### config.mk
export PLATFORM = sky130hd
export DESIGN_NAME = hxc_access_check
export DESIGN_NICKNAME = d
export VERILOG_FILES = /design/src/rtl/hxc_pkg.sv /design/src/rtl/hxc_enc_match.sv /design/src/rtl/hxc_el1_path.sv /design/src/rtl/hxc_el2_path.sv /design/src/rtl/hxc_result_expand.sv /design/src/rtl/hxc_access_check.sv
export SDC_FILE = /design/constraint.sdc
export NUM_CORES = 1
export LEC_CHECK = 0
export CAP_MARGIN = 40
export CELL_PAD_IN_SITES_DETAIL_PLACEMENT = 0
export CELL_PAD_IN_SITES_GLOBAL_PLACEMENT = 1
export CORE_MARGIN = 10
export CORE_UTILIZATION = 11
export DETAILED_ROUTE_END_ITERATION = 16
export PLACE_DENSITY = 0.86
export REMOVE_ABC_BUFFERS = 1
export SYNTH_ARGS = -nofsm -noshare
export SYNTH_HDL_FRONTEND = slang
export SYNTH_SLANG_ARGS = --single-unit
### constraint.sdc
create_clock -name vclk -period 0.9
set_input_delay 0.09 -clock vclk [all_inputs]
set_output_delay 0.09 -clock vclk [all_outputs]
set_load 0.01 [all_outputs]
### src/rtl/hxc_pkg.sv
package hxc_pkg;

    typedef enum logic [2:0] {
        RES_NONE   = 3'd0,
        RES_UNDEF  = 3'd1,
        RES_TRAP2  = 3'd2,
        RES_TRAP3  = 3'd3,
        RES_MEM    = 3'd4,
        RES_DIRECT = 3'd5
    } res_e;

    typedef struct packed {
        logic [1:0] op0;
        logic [2:0] op1;
        logic [3:0] crn;
        logic [3:0] crm;
        logic [2:0] op2;
    } sysenc_t;

    typedef struct packed {
        logic el2_en;
        logic nv;
        logic nv2;
        logic el3_present;
        logic hx_enable;
        logic halted;
        logic sdd;
    } ctl_t;

    localparam sysenc_t TARGET_ENC = '{op0: 2'b11, op1: 3'b100, crn: 4'b0001,
                                       crm: 4'b0010, op2: 3'b010};

    function automatic logic secure_halt(input ctl_t c);
        return c.halted && c.sdd;
    endfunction

    function automatic logic el3_gate_closed(input ctl_t c);
        return c.el3_present && !c.hx_enable;
    endfunction

endpackage

### src/rtl/hxc_enc_match.sv
module hxc_enc_match
    import hxc_pkg::*;
(
    input  sysenc_t enc,
    output logic    hit
);
    always_comb begin
        hit = (enc.op0 == TARGET_ENC.op0) && (enc.op1 == TARGET_ENC.op1) &&
              (enc.crn == TARGET_ENC.crn) && (enc.crm == TARGET_ENC.crm) &&
              (enc.op2 == TARGET_ENC.op2);
    end
endmodule

### src/rtl/hxc_el1_path.sv
module hxc_el1_path
    import hxc_pkg::*;
(
    input  ctl_t ctl,
    output res_e res
);
    always_comb begin
        if (ctl.el2_en && ctl.nv && ctl.nv2)
            res = RES_MEM;
        else if (ctl.el2_en && ctl.nv)
            res = RES_TRAP2;
        else
            res = RES_UNDEF;
    end
endmodule

### src/rtl/hxc_el2_path.sv
module hxc_el2_path
    import hxc_pkg::*;
#(
    parameter bit EARLY_SDD_UNDEF = 1'b0
) (
    input  ctl_t ctl,
    output res_e res
);
    generate
        if (EARLY_SDD_UNDEF) begin : g_early
            always_comb begin
                if (secure_halt(ctl) && el3_gate_closed(ctl))
                    res = RES_UNDEF;
                else if (el3_gate_closed(ctl))
                    res = RES_TRAP3;
                else
                    res = RES_DIRECT;
            end
        end else begin : g_late
            always_comb begin
                if (el3_gate_closed(ctl))
                    res = secure_halt(ctl) ? RES_UNDEF : RES_TRAP3;
                else
                    res = RES_DIRECT;
            end
        end
    endgenerate
endmodule

### src/rtl/hxc_result_expand.sv
module hxc_result_expand
    import hxc_pkg::*;
#(
    parameter int          EC_W    = 6,
    parameter logic [EC_W-1:0]  EC_VAL  = 6'h18,
    parameter int          OFS_W   = 12,
    parameter logic [OFS_W-1:0] OFS_VAL = 12'h0A0
) (
    input  res_e             res,
    input  logic             wr,
    output logic             f_undef,
    output logic             f_trap2,
    output logic             f_trap3,
    output logic             f_mem,
    output logic             f_direct,
    output logic             f_write,
    output logic [EC_W-1:0]  ec,
    output logic [OFS_W-1:0] ofs
);
    always_comb begin
        f_undef  = (res == RES_UNDEF);
        f_trap2  = (res == RES_TRAP2);
        f_trap3  = (res == RES_TRAP3);
        f_mem    = (res == RES_MEM);
        f_direct = (res == RES_DIRECT);
        f_write  = wr && (f_mem || f_direct);
        ec       = (f_trap2 || f_trap3) ? EC_VAL : '0;
        ofs      = f_mem ? OFS_VAL : '0;
    end
endmodule

### src/rtl/hxc_access_check.sv
module hxc_access_check
    import hxc_pkg::*;
#(
    parameter bit EARLY_SDD_UNDEF = 1'b0,
    parameter int EC_W            = 6,
    parameter int OFS_W           = 12
) (
    input  logic [1:0]       cur_el,
    input  logic             is_write,
    input  logic [1:0]       op0,
    input  logic [2:0]       op1,
    input  logic [3:0]       crn,
    input  logic [3:0]       crm,
    input  logic [2:0]       op2,
    input  logic             el2_en,
    input  logic             nv,
    input  logic             nv2,
    input  logic             el3_present,
    input  logic             hx_enable,
    input  logic             halted,
    input  logic             sdd,
    output logic             sel_hit,
    output logic             res_undef,
    output logic             res_trap_el2,
    output logic             res_trap_el3,
    output logic             res_mem,
    output logic             res_direct,
    output logic             acc_write,
    output logic [EC_W-1:0]  exc_class,
    output logic [OFS_W-1:0] mem_offset
);
    localparam logic [EC_W-1:0]  EC_SYSREG = EC_W'(8'h18);
    localparam logic [OFS_W-1:0] NV_OFFSET = OFS_W'(16'h00A0);

    sysenc_t enc;
    ctl_t    ctl;
    res_e    el1_res, el2_res, final_res;
    logic    hit;

    assign enc = '{op0: op0, op1: op1, crn: crn, crm: crm, op2: op2};
    assign ctl = '{el2_en: el2_en, nv: nv, nv2: nv2, el3_present: el3_present,
                   hx_enable: hx_enable, halted: halted, sdd: sdd};

    hxc_enc_match u_match (.enc(enc), .hit(hit));
    hxc_el1_path  u_el1   (.ctl(ctl), .res(el1_res));
    hxc_el2_path #(.EARLY_SDD_UNDEF(EARLY_SDD_UNDEF)) u_el2 (.ctl(ctl), .res(el2_res));

    always_comb begin
        if (!hit)
            final_res = RES_NONE;
        else begin
            unique case (cur_el)
                2'd0:    final_res = RES_UNDEF;
                2'd1:    final_res = el1_res;
                2'd2:    final_res = el2_res;
                default: final_res = RES_DIRECT;
            endcase
        end
    end

    assign sel_hit = hit;

    hxc_result_expand #(
        .EC_W(EC_W), .EC_VAL(EC_SYSREG), .OFS_W(OFS_W), .OFS_VAL(NV_OFFSET)
    ) u_expand (
        .res(final_res), .wr(is_write),
        .f_undef(res_undef), .f_trap2(res_trap_el2), .f_trap3(res_trap_el3),
        .f_mem(res_mem), .f_direct(res_direct), .f_write(acc_write),
        .ec(exc_class), .ofs(mem_offset)
    );

    // Output-level checks against the port behaviour
    always_comb begin
        AST_QUIET_WHEN_MISS: assert (sel_hit || ({res_undef, res_trap_el2, res_trap_el3,
            res_mem, res_direct, acc_write} == '0 && exc_class == '0 && mem_offset == '0))
            else $error("unselected access drove an output");
        AST_EL0_UNDEF: assert (!(sel_hit && cur_el == 2'd0) || res_undef)
            else $error("EL0 access not undefined");
        AST_ONE_RESULT: assert (!sel_hit || $countones({res_undef, res_trap_el2,
            res_trap_el3, res_mem, res_direct}) == 1)
            else $error("result not one-hot");
        AST_EC_ON_TRAP: assert ((exc_class != '0) == (res_trap_el2 || res_trap_el3))
            else $error("exception class mismatch");
        AST_EL3_DIRECT: assert (!(sel_hit && cur_el == 2'd3) || res_direct)
            else $error("EL3 access not direct");
        AST_WRITE_ONLY_XFER: assert (!acc_write || (is_write && (res_mem || res_direct)))
            else $error("write flag on non-transfer");
    end
endmodule

# Word level (Yosys, flattened, before mapping)
# Index checks and enable logic that the tools add are counted.
# Widths: inputs -> output; s select.
# totals
reg_bits	0
wordCells	33
input_bits	26
output_inout_bits	25
# op_classes
muxes	8
reduce_logical	13
n_eq_ne	12
# ops
operator	n
$eq 3x2->1 const B	3
$eq 3x3->1 const B	3
$logic_and 1x1->1	9
$mux 3	3
$pmux 3 s3	1
$mux 8	1
$mux 5	1
$eq 2x2->1 const B	2
$eq 4x1->1 const B	1
$eq 4x2->1 const B	1
$mux 2	2
$eq 3x1->1 const B	1
$eq 2x1->1 const B	1
$logic_not 2->1	1
$logic_or 1x1->1	2
$logic_not 1->1	1

# Depth between registers and ports, before layout
# Gate-level depths: netlist of the first run.
# logic_depth
ltp_word	9
depth_mapped	4
depth_no_buf	3

# Hierarchy
# A second synthesis of the first run with hierarchy kept.
# unflattened
cells_unflattened	46
hier_area_um2	350.3
# modules_own_cells
module	cells_per_inst	area_each_um2	n_inst
hxc_result_expand	25	192.7	1
hxc_access_check	9	53.8	1
hxc_enc_match	5	51.3	1
hxc_el2_path	4	33.8	1
hxc_el1_path	3	18.8	1

# Worst setup path after synthesis of the first run
# Ideal clock, no wire load.
# synth_timing
kind	input to output
from	input port op2[2]
to	output port res_undef
n_path_buf	0
stages	3
t_arrival_ns	1.054
slack_ns	-0.244
t_required_ns	0.810
cell_sequence	nor4b_2 nand4_2 nor4bb_1
# synth_via
elab_chain_cells	4
# synth_rtl
element	line	rtl
start, declared	hxc_access_check.sv:14	input logic [2:0] op2,
$eq 3x2->1	hxc_enc_match.sv:10	(enc.op2 == TARGET_ENC.op2);
$logic_and 1x1->1	hxc_enc_match.sv:9	(enc.crn == TARGET_ENC.crn) && (enc.crm == TARGET_ENC.crm) &&
$mux 3	hxc_access_check.sv:49	if (!hit)
$eq 3x1->1	hxc_result_expand.sv:21	f_undef = (res == RES_UNDEF);
end, declared	hxc_access_check.sv:23	output logic res_undef,
# Every way passes these cells.

# Worst setup path after layout of the first run
# layout_timing
from	input port op2[0]
to	output port sel_hit
# layout_via
elab_chain_cells	2
# layout_rtl
element	line	rtl
$eq 3x2->1	hxc_enc_match.sv:10	
$logic_and 1x1->1	hxc_enc_match.sv:9	
end, declared	hxc_access_check.sv:22	output logic sel_hit,
# Every way passes these cells.

==> reports/summary.txt, run 1 <==
data required time of the critical path = 0.81 ns
post-synthesis mux area share = 0%
Synth Instances = 40
CP Data Arrival Time = 1.25 ns
GPL Wtd Cong = 0.785
worst hold slack = 0.632 ns
layout cells sized above 1 = 55.8%
Hold Path Sink = res_trap_el3
CP Max Fanout = 4
Post-Synth Adder-Cell Area = 0%
initial antenna violation count = 0
diodes inserted = 0
via count = 406
power density over cell area = 256 nW/um^2
Post-Synth XOR/XNOR Area = 0%
Fillers = 280
DRC viols = 0
Max rail drop VDD = 0.0922 mV
routed len/inst = 14.9 um
startpoint types = primary input
first-pass GRT wire length = 2340 um
post-synth top area share = 42.1%
register area share after synthesis = 0%
setup TNS = -4.39 ns
hold_buf cts = 0
Yosys top cell by area = buf_4
Final #Nets = 114
drt initial violations = 2
Detail Route Antenna Nets = 0
Distinct cells, synth = 17
largest net degree at the start of global routing = 5
leak pwr = 0.414 nW
num sequential = 0
register area = 0 sq um
status = finished with violations
synth top area cells = buf_4 (42%), nor4b_2 (9.9%), nor4b_4 (7.9%)
hold path depth = 5
Critical Path End Type = primary output
Synth Area in Compound Gates = 6.61%
hold_sp = halted
Peak Freq = 0.745 GHz
Final Setup Violations = 11
clock buffer count = 0
vias in the first global route = 451
Final Hold Fails = 0
# rows = 18
die area = 5250 sq um
Die Ht = 72.5 um
die width = 72.5 um
I/O pin total = 51
post-synthesis area per instance = 7.57 sq um
final slew viol count = 0
synth-to-layout area growth = 149%
HPWL after DPL = 1480 um
Synth Area in Simple Gates = 46.3%
IO buf count = 37
minimum clock period = 1.34 ns
Setup WS post-layout = -0.441 ns
initial core utilization = 11.9%
RSZ-0062 raised after global routing = true
Post-Syn Area = 303 sq um
yosys warns = 0
main combinational cell family by area after synthesis = simple AND/OR/NAND/NOR gates
Crit Path Category = in2out
final worst-path cycle share = 149%
Routed Wire Length = 1730 um
Max-Cap Viols = 0
footprint of the multi-input gates = 299 sq um
Hold Path Class = in2out
Core Footprint = 2540 sq um
GRT Util Overall = 5.37%
number of iterations in the first detailed-routing pass = 2
Vias/cell = 3.50
GRT overflow = 0
violations in the final reports = negative setup slack
[how the worst max path moves through the flow]
stage / start / endpoint / slack (ns)
floorplan: op2[2] / res_undef / -0.24
global placement: crm[3] / res_undef / -1.15
detailed placement: crm[3] / res_undef / -1.22
CTS: op2[0] / res_undef / -0.48
global route: op2[0] / res_undef / -0.50
finish: op2[0] / sel_hit / -0.44
[through the flow]
step / util (%) / worst slack, ns / area (sq um) / instances / power (W)
4_1_cts: 28.5 / -0.482 / 726 / 115 / 0.000184
5_1_grt: 29.6 / -0.503 / 753 / 116 / 0.000207
2_1_floorplan: - / -0.244 / 224 / 36 / 0.0000494
3_5_place_dp: 26.6 / -1.22 / 677 / 109 / 0.000190
6_report: 29.6 / -0.441 / 753 / 116 / 0.000193
3_3_place_gp: 26.6 / -1.15 / 677 / 109 / 0.000185
[layout make-up]
type / count / area share [%]
well taps: 30 / 4.98
repair buffers: 50 / 53.8
multi-input cells: 33 / 39.7
inverters: 3 / 1.50
[power breakdown]
part	internal, W	switching, W	leakage (nW)
clock	0	0	0
combinational	0.000109	0.0000836	0.414
sequential	0	0	0
total	0.000109	0.0000836	0.414
[worst max-delay path, cell delays in order]
cell	delay (ns)
buf_6	0.10
nor4b_4	0.34
nand4_4	0.16
buf_4	0.18
buf_4	0.13
inv_1	0.05
clkdlybuf4s15_2	0.22
[cells in the final DEF, fill, tap and decap left out, drive strengths merged]
| cell type | n |
|---|---|
| nor4bb | 1 |
| nand2 | 1 |
| dlymetal6s2s | 2 |
| nor4b | 3 |
| nand4b | 1 |
| and4b | 1 |
| conb | 14 |
| nor2 | 4 |
| nor3b | 1 |
| a21boi | 1 |
| clkdlybuf4s15 | 6 |
| clkdlybuf4s50 | 1 |
| buf | 32 |
| a211oi | 1 |
| dlygate4sd2 | 8 |
| clkbuf | 1 |
| or2 | 1 |
| nand2b | 2 |
| inv | 3 |
| nand4 | 1 |
| a21oi | 1 |
[layer usage]
metal	track usage, %	vias up	wire [um]
met5	0	-	0
met4	0	0	0
met3	2.04	0	189
met1	5.11	182	572
li1	-	197	-
met2	11.1	27	966
[cell families (layout without fill, tap and decap cells)]
kind of cell           Yosys count  count (layout)
AO/OA/AOI/OAI                    3               3
AND/OR/NAND/NOR                 16              16
other                            1              14
buffers and inverters           20              53
[synth_stat cells]
cell	n
nand2b_1	2
a211oi_1	1
nor2_1	4
nand4_2	1
nor3b_1	1
nand4b_1	1
conb_1	1
inv_1	3
nor4b_2	2
buf_4	17
a21oi_1	1
or2_2	1
nor4b_4	1
and4b_1	1
nor4bb_1	1
nand2_1	1
a21boi_0	1
[timing repair]
action,CTS,global route
pin swaps,11,8
endpoints found under the setup margin,11,11
resized for setup,120,7
buffers inserted,6,1
(Power assumes the default switching activity.)
==> run 2: changes to the inputs <==
Settings changed: CORE_MARGIN 10 to 5.
==> reports/summary.txt, run 2 (synthesis gave the netlist of run 1 again) <==
Post-Place Cells = 109
# rows = 19
violations in the final reports = negative setup slack
Max rail drop VDD = 0.116 mV
initial antenna violation count = 0
number of iterations in the first detailed-routing pass = 2
GRT overflow = 0
Final Setup Violations = 11
register area = 0 sq um
Die Ht = 62.5 um
diodes inserted = 0
final slew viol count = 0
routed len/inst = 11.5 um
GPL Wtd Cong = 0.778
Place WS = -1.17 ns
status = finished with violations
Max-Cap Viols = 0
num sequential = 0
CP Data Arrival Time = 1.22 ns
hold_buf cts = 0
slowest CP cell = nor4b_4
first-pass GRT wire length = 2020 um
clock buffer count = 0
Final Hold Fails = 0
leak pwr = 0.392 nW
most frequent CP cell = buf_6
DRC viols = 0
startpoint types = primary input
most common cell after layout, fill and taps aside = buf_6
Crit Path Category = in2out
die area = 3900 sq um
Final #Nets = 112
Routed Wire Length = 1320 um
via count = 392
synth-to-layout area growth = 152%
Fillers = 296
setup TNS = -3.80 ns
Vias/cell = 3.41
IO buf count = 37
Core Footprint = 2690 sq um
layout cells sized above 1 = 59.5%
CP Max Fanout = 3
Post-DP Area = 671 sq um
die width = 62.5 um
largest net degree at the start of global routing = 4
minimum clock period = 1.31 ns
power density over cell area = 241 nW/um^2
Peak Freq = 0.764 GHz
largest stage delay on the critical path = 0.31 ns
commonest non-fill, non-tap cells in the layout = buf_6 (16), conb_1 (14), buf_2 (12), dlygate4sd2_1 (6)
Setup WS post-layout = -0.409 ns
Detail Route Antenna Nets = 0
non-filler cells, final = 115
I/O pin total = 51
Design Area, Final = 763 sq um
final worst-path cycle share = 145%
GRT Util Overall = 6.12%
Design Power = 0.000184 W
crit path cell chain = buf_6, nor4b_4, nand4_4, buf_6, nor4bb_4, buf_2
Critical Path End Type = primary output
drt initial violations = 4
initial core utilization = 11.3%
RSZ-0062 raised after global routing = true
Hold Path Class = in2out
data required time of the critical path = 0.81 ns
vias in the first global route = 436
HPWL after DPL = 1120 um
-- run 2: path summary, 6_finish.rpt --
path                  startpoint        end  slack, ns  cells past startpoint
worst max-delay path      op1[0]  res_undef      -0.41                      6
worst min-delay path      crm[0]  acc_write       0.64                      6
-- run 2: layout make-up --
class,count,area [sq um],area share [%]
inverters,3,11.3,1.48
multi-input cells,33,298,39.0
well taps,31,38.8,5.08
repair buffers,48,415,54.4
-- run 2: report_power, final --
group / switching (W) / total (W) / internal [W] / leakage [nW]
clock network: 0 / 0 / 0 / 0
logic: 0.0000764 / 0.000184 / 0.000107 / 0.392
registers: 0 / 0 / 0 / 0
total: 0.0000764 / 0.000184 / 0.000107 / 0.392
-- run 2: timing repair --
action	in CTS	in global routing
resized for setup	130	13
pin swaps	14	4
buffers inserted	5	1
setup endpoints to repair	11	11
-- run 2: through the flow --
| step | hold WS [ns] | utilization, % |
|---|---|---|
| final | 0.640 | 28.4 |
| after global routing | 0.667 | 28.4 |
| after floorplan | 0.271 | - |
| after global placement | 1.17 | 25.0 |
| after CTS | 0.632 | 26.7 |
| after detailed placement | 1.17 | 25.0 |
-- run 2: metal layers --
layer,track usage [%],part of all wire [%],vias to the layer above,wire (um)
met5,0,0,-,0
met4,0,0,0,0
met3,1.62,11,0,143
met2,11.0,49,32,652
met1,7.69,40,168,523
li1,-,-,192,-
-- run 2: worst max-delay path: cells and delay by family --
family,cells,cell delay (ns)
AND/OR/NAND/NOR,3,0.70
buffers and inverters,3,0.41
==> run 3: changes to the inputs <==
Settings changed: CORE_ASPECT_RATIO set to 1.5.
==> reports/summary.txt, run 3 (synthesis gave the netlist of run 1 again) <==
GRT Util Overall = 6.77%
clock buffer count = 0
setup TNS = -3.29 ns
via count = 408
Crit Path Category = in2out
first-pass GRT wire length = 2080 um
leak pwr = 0.405 nW
Critical Path End Type = primary output
CP Max Fanout = 4
GRT overflow = 0
die width = 52.8 um
# rows = 23
post-layout util = 30.6%
Design Power = 0.000196 W
num sequential = 0
RSZ-0062 raised after global routing = true
vias in the first global route = 458
startpoint types = primary input
commonest non-fill, non-tap cells in the layout = buf_6 (21), conb_1 (14), buf_2 (9), dlygate4sd2_1 (7), buf_4 (5)
Final #Nets = 111
initial antenna violation count = 0
hold_buf cts = 0
Hold Path Sink = res_undef
die area = 3920 sq um
final worst-path cycle share = 139%
Detail Route Antenna Nets = 0
most common cell after layout, fill and taps aside = buf_6
synth-to-layout area growth = 167%
power density over cell area = 243 nW/um^2
minimum clock period = 1.25 ns
Routed Wire Length = 1450 um
diodes inserted = 0
Final Setup Violations = 11
CP Data Arrival Time = 1.16 ns
violations in the final reports = negative setup slack
number of iterations in the first detailed-routing pass = 1
DRC viols = 0
Die Ht = 74.3 um
status = finished with violations
Final Hold Fails = 0
hold_sp = crn[2]
register area = 0 sq um
routed len/inst = 12.1 um
IO buf count = 37
GPL Wtd Cong = 0.811
initial core utilization = 11.4%
HPWL after DPL = 1130 um
Max rail drop VDD = 0.0748 mV
Peak Freq = 0.799 GHz
Max-Cap Viols = 0
final slew viol count = 0
I/O pin total = 51
Vias/cell = 3.40
Hold Path Class = in2out
Core Footprint = 2650 sq um
drt initial violations = 0
data required time of the critical path = 0.81 ns
layout cells sized above 1 = 61.4%
Setup WS post-layout = -0.351 ns
hold path depth = 5
Fillers = 271
largest net degree at the start of global routing = 5
run 3: cell types whose count changed in the layout (fill, tap and decap cells not counted), moves of 2 or more:
cell             delta
clkdlybuf4s50_1     -2
buf_6               +5
buf_2               -3
nor2_4              +3
nor2_2              -3
run 3: where the power goes:
part	internal (W)	switching (W)	leakage (nW)
combinational	0.000111	0.0000854	0.405
clock	0	0	0
sequential	0	0	0
run 3: worst max path at each step:
stage / startpoint / end / slack, ns / cells past startpoint
floorplan: op2[2] / res_undef / -0.24 / 3
global placement: cur_el[1] / acc_write / -1.13 / 5
detailed placement: cur_el[1] / acc_write / -1.14 / 5
CTS: op1[1] / res_undef / -0.37 / 5
global route: op2[2] / res_undef / -0.42 / 5
finish: op2[2] / res_undef / -0.35 / 5
run 3: critical path, cell delays in order:
cell and delay (ns):
buf_6 0.09, nor4b_4 0.32, nand4_4 0.18, nor4bb_4 0.30, buf_2 0.18
run 3: area by class of cell:
type                            count  area, sq um  share of cell area [%]
Multi-Input combinational cell     33          319                    39.4
Timing Repair Buffer               47          430                    53.2
Inverter                            3         13.8                    1.70
Tap cell                           37         46.3                    5.72
run 3: per-layer routing:
metal,routed length (um),vias up,track usage [%],part of all wire (%)
met2,644,47,12.8,45
met1,440,170,6.95,30
met4,0,0,0,0
met5,0,-,0,0
met3,363,0,3.41,25
li1,-,191,-,-
run 3: stage by stage:
step | std cells | worst slack (ns) | area (sq um) | hold slack (ns)
6_report | 120 | -0.351 | 810 | 0.582
5_1_grt | 120 | -0.416 | 810 | 0.609
4_1_cts | 120 | -0.370 | 762 | 0.567
3_5_place_dp | 117 | -1.14 | 693 | 1.16
3_3_place_gp | 117 | -1.13 | 693 | 1.15
2_1_floorplan | 36 | -0.244 | 224 | 0.271
run 3: what timing repair did:
action,in CTS,in global routing
endpoints found under the setup margin,11,11
buffers inserted,3,1
pin swaps,14,7
hold endpoints to repair,0,0
resized for setup,151,9
cloned,0,0
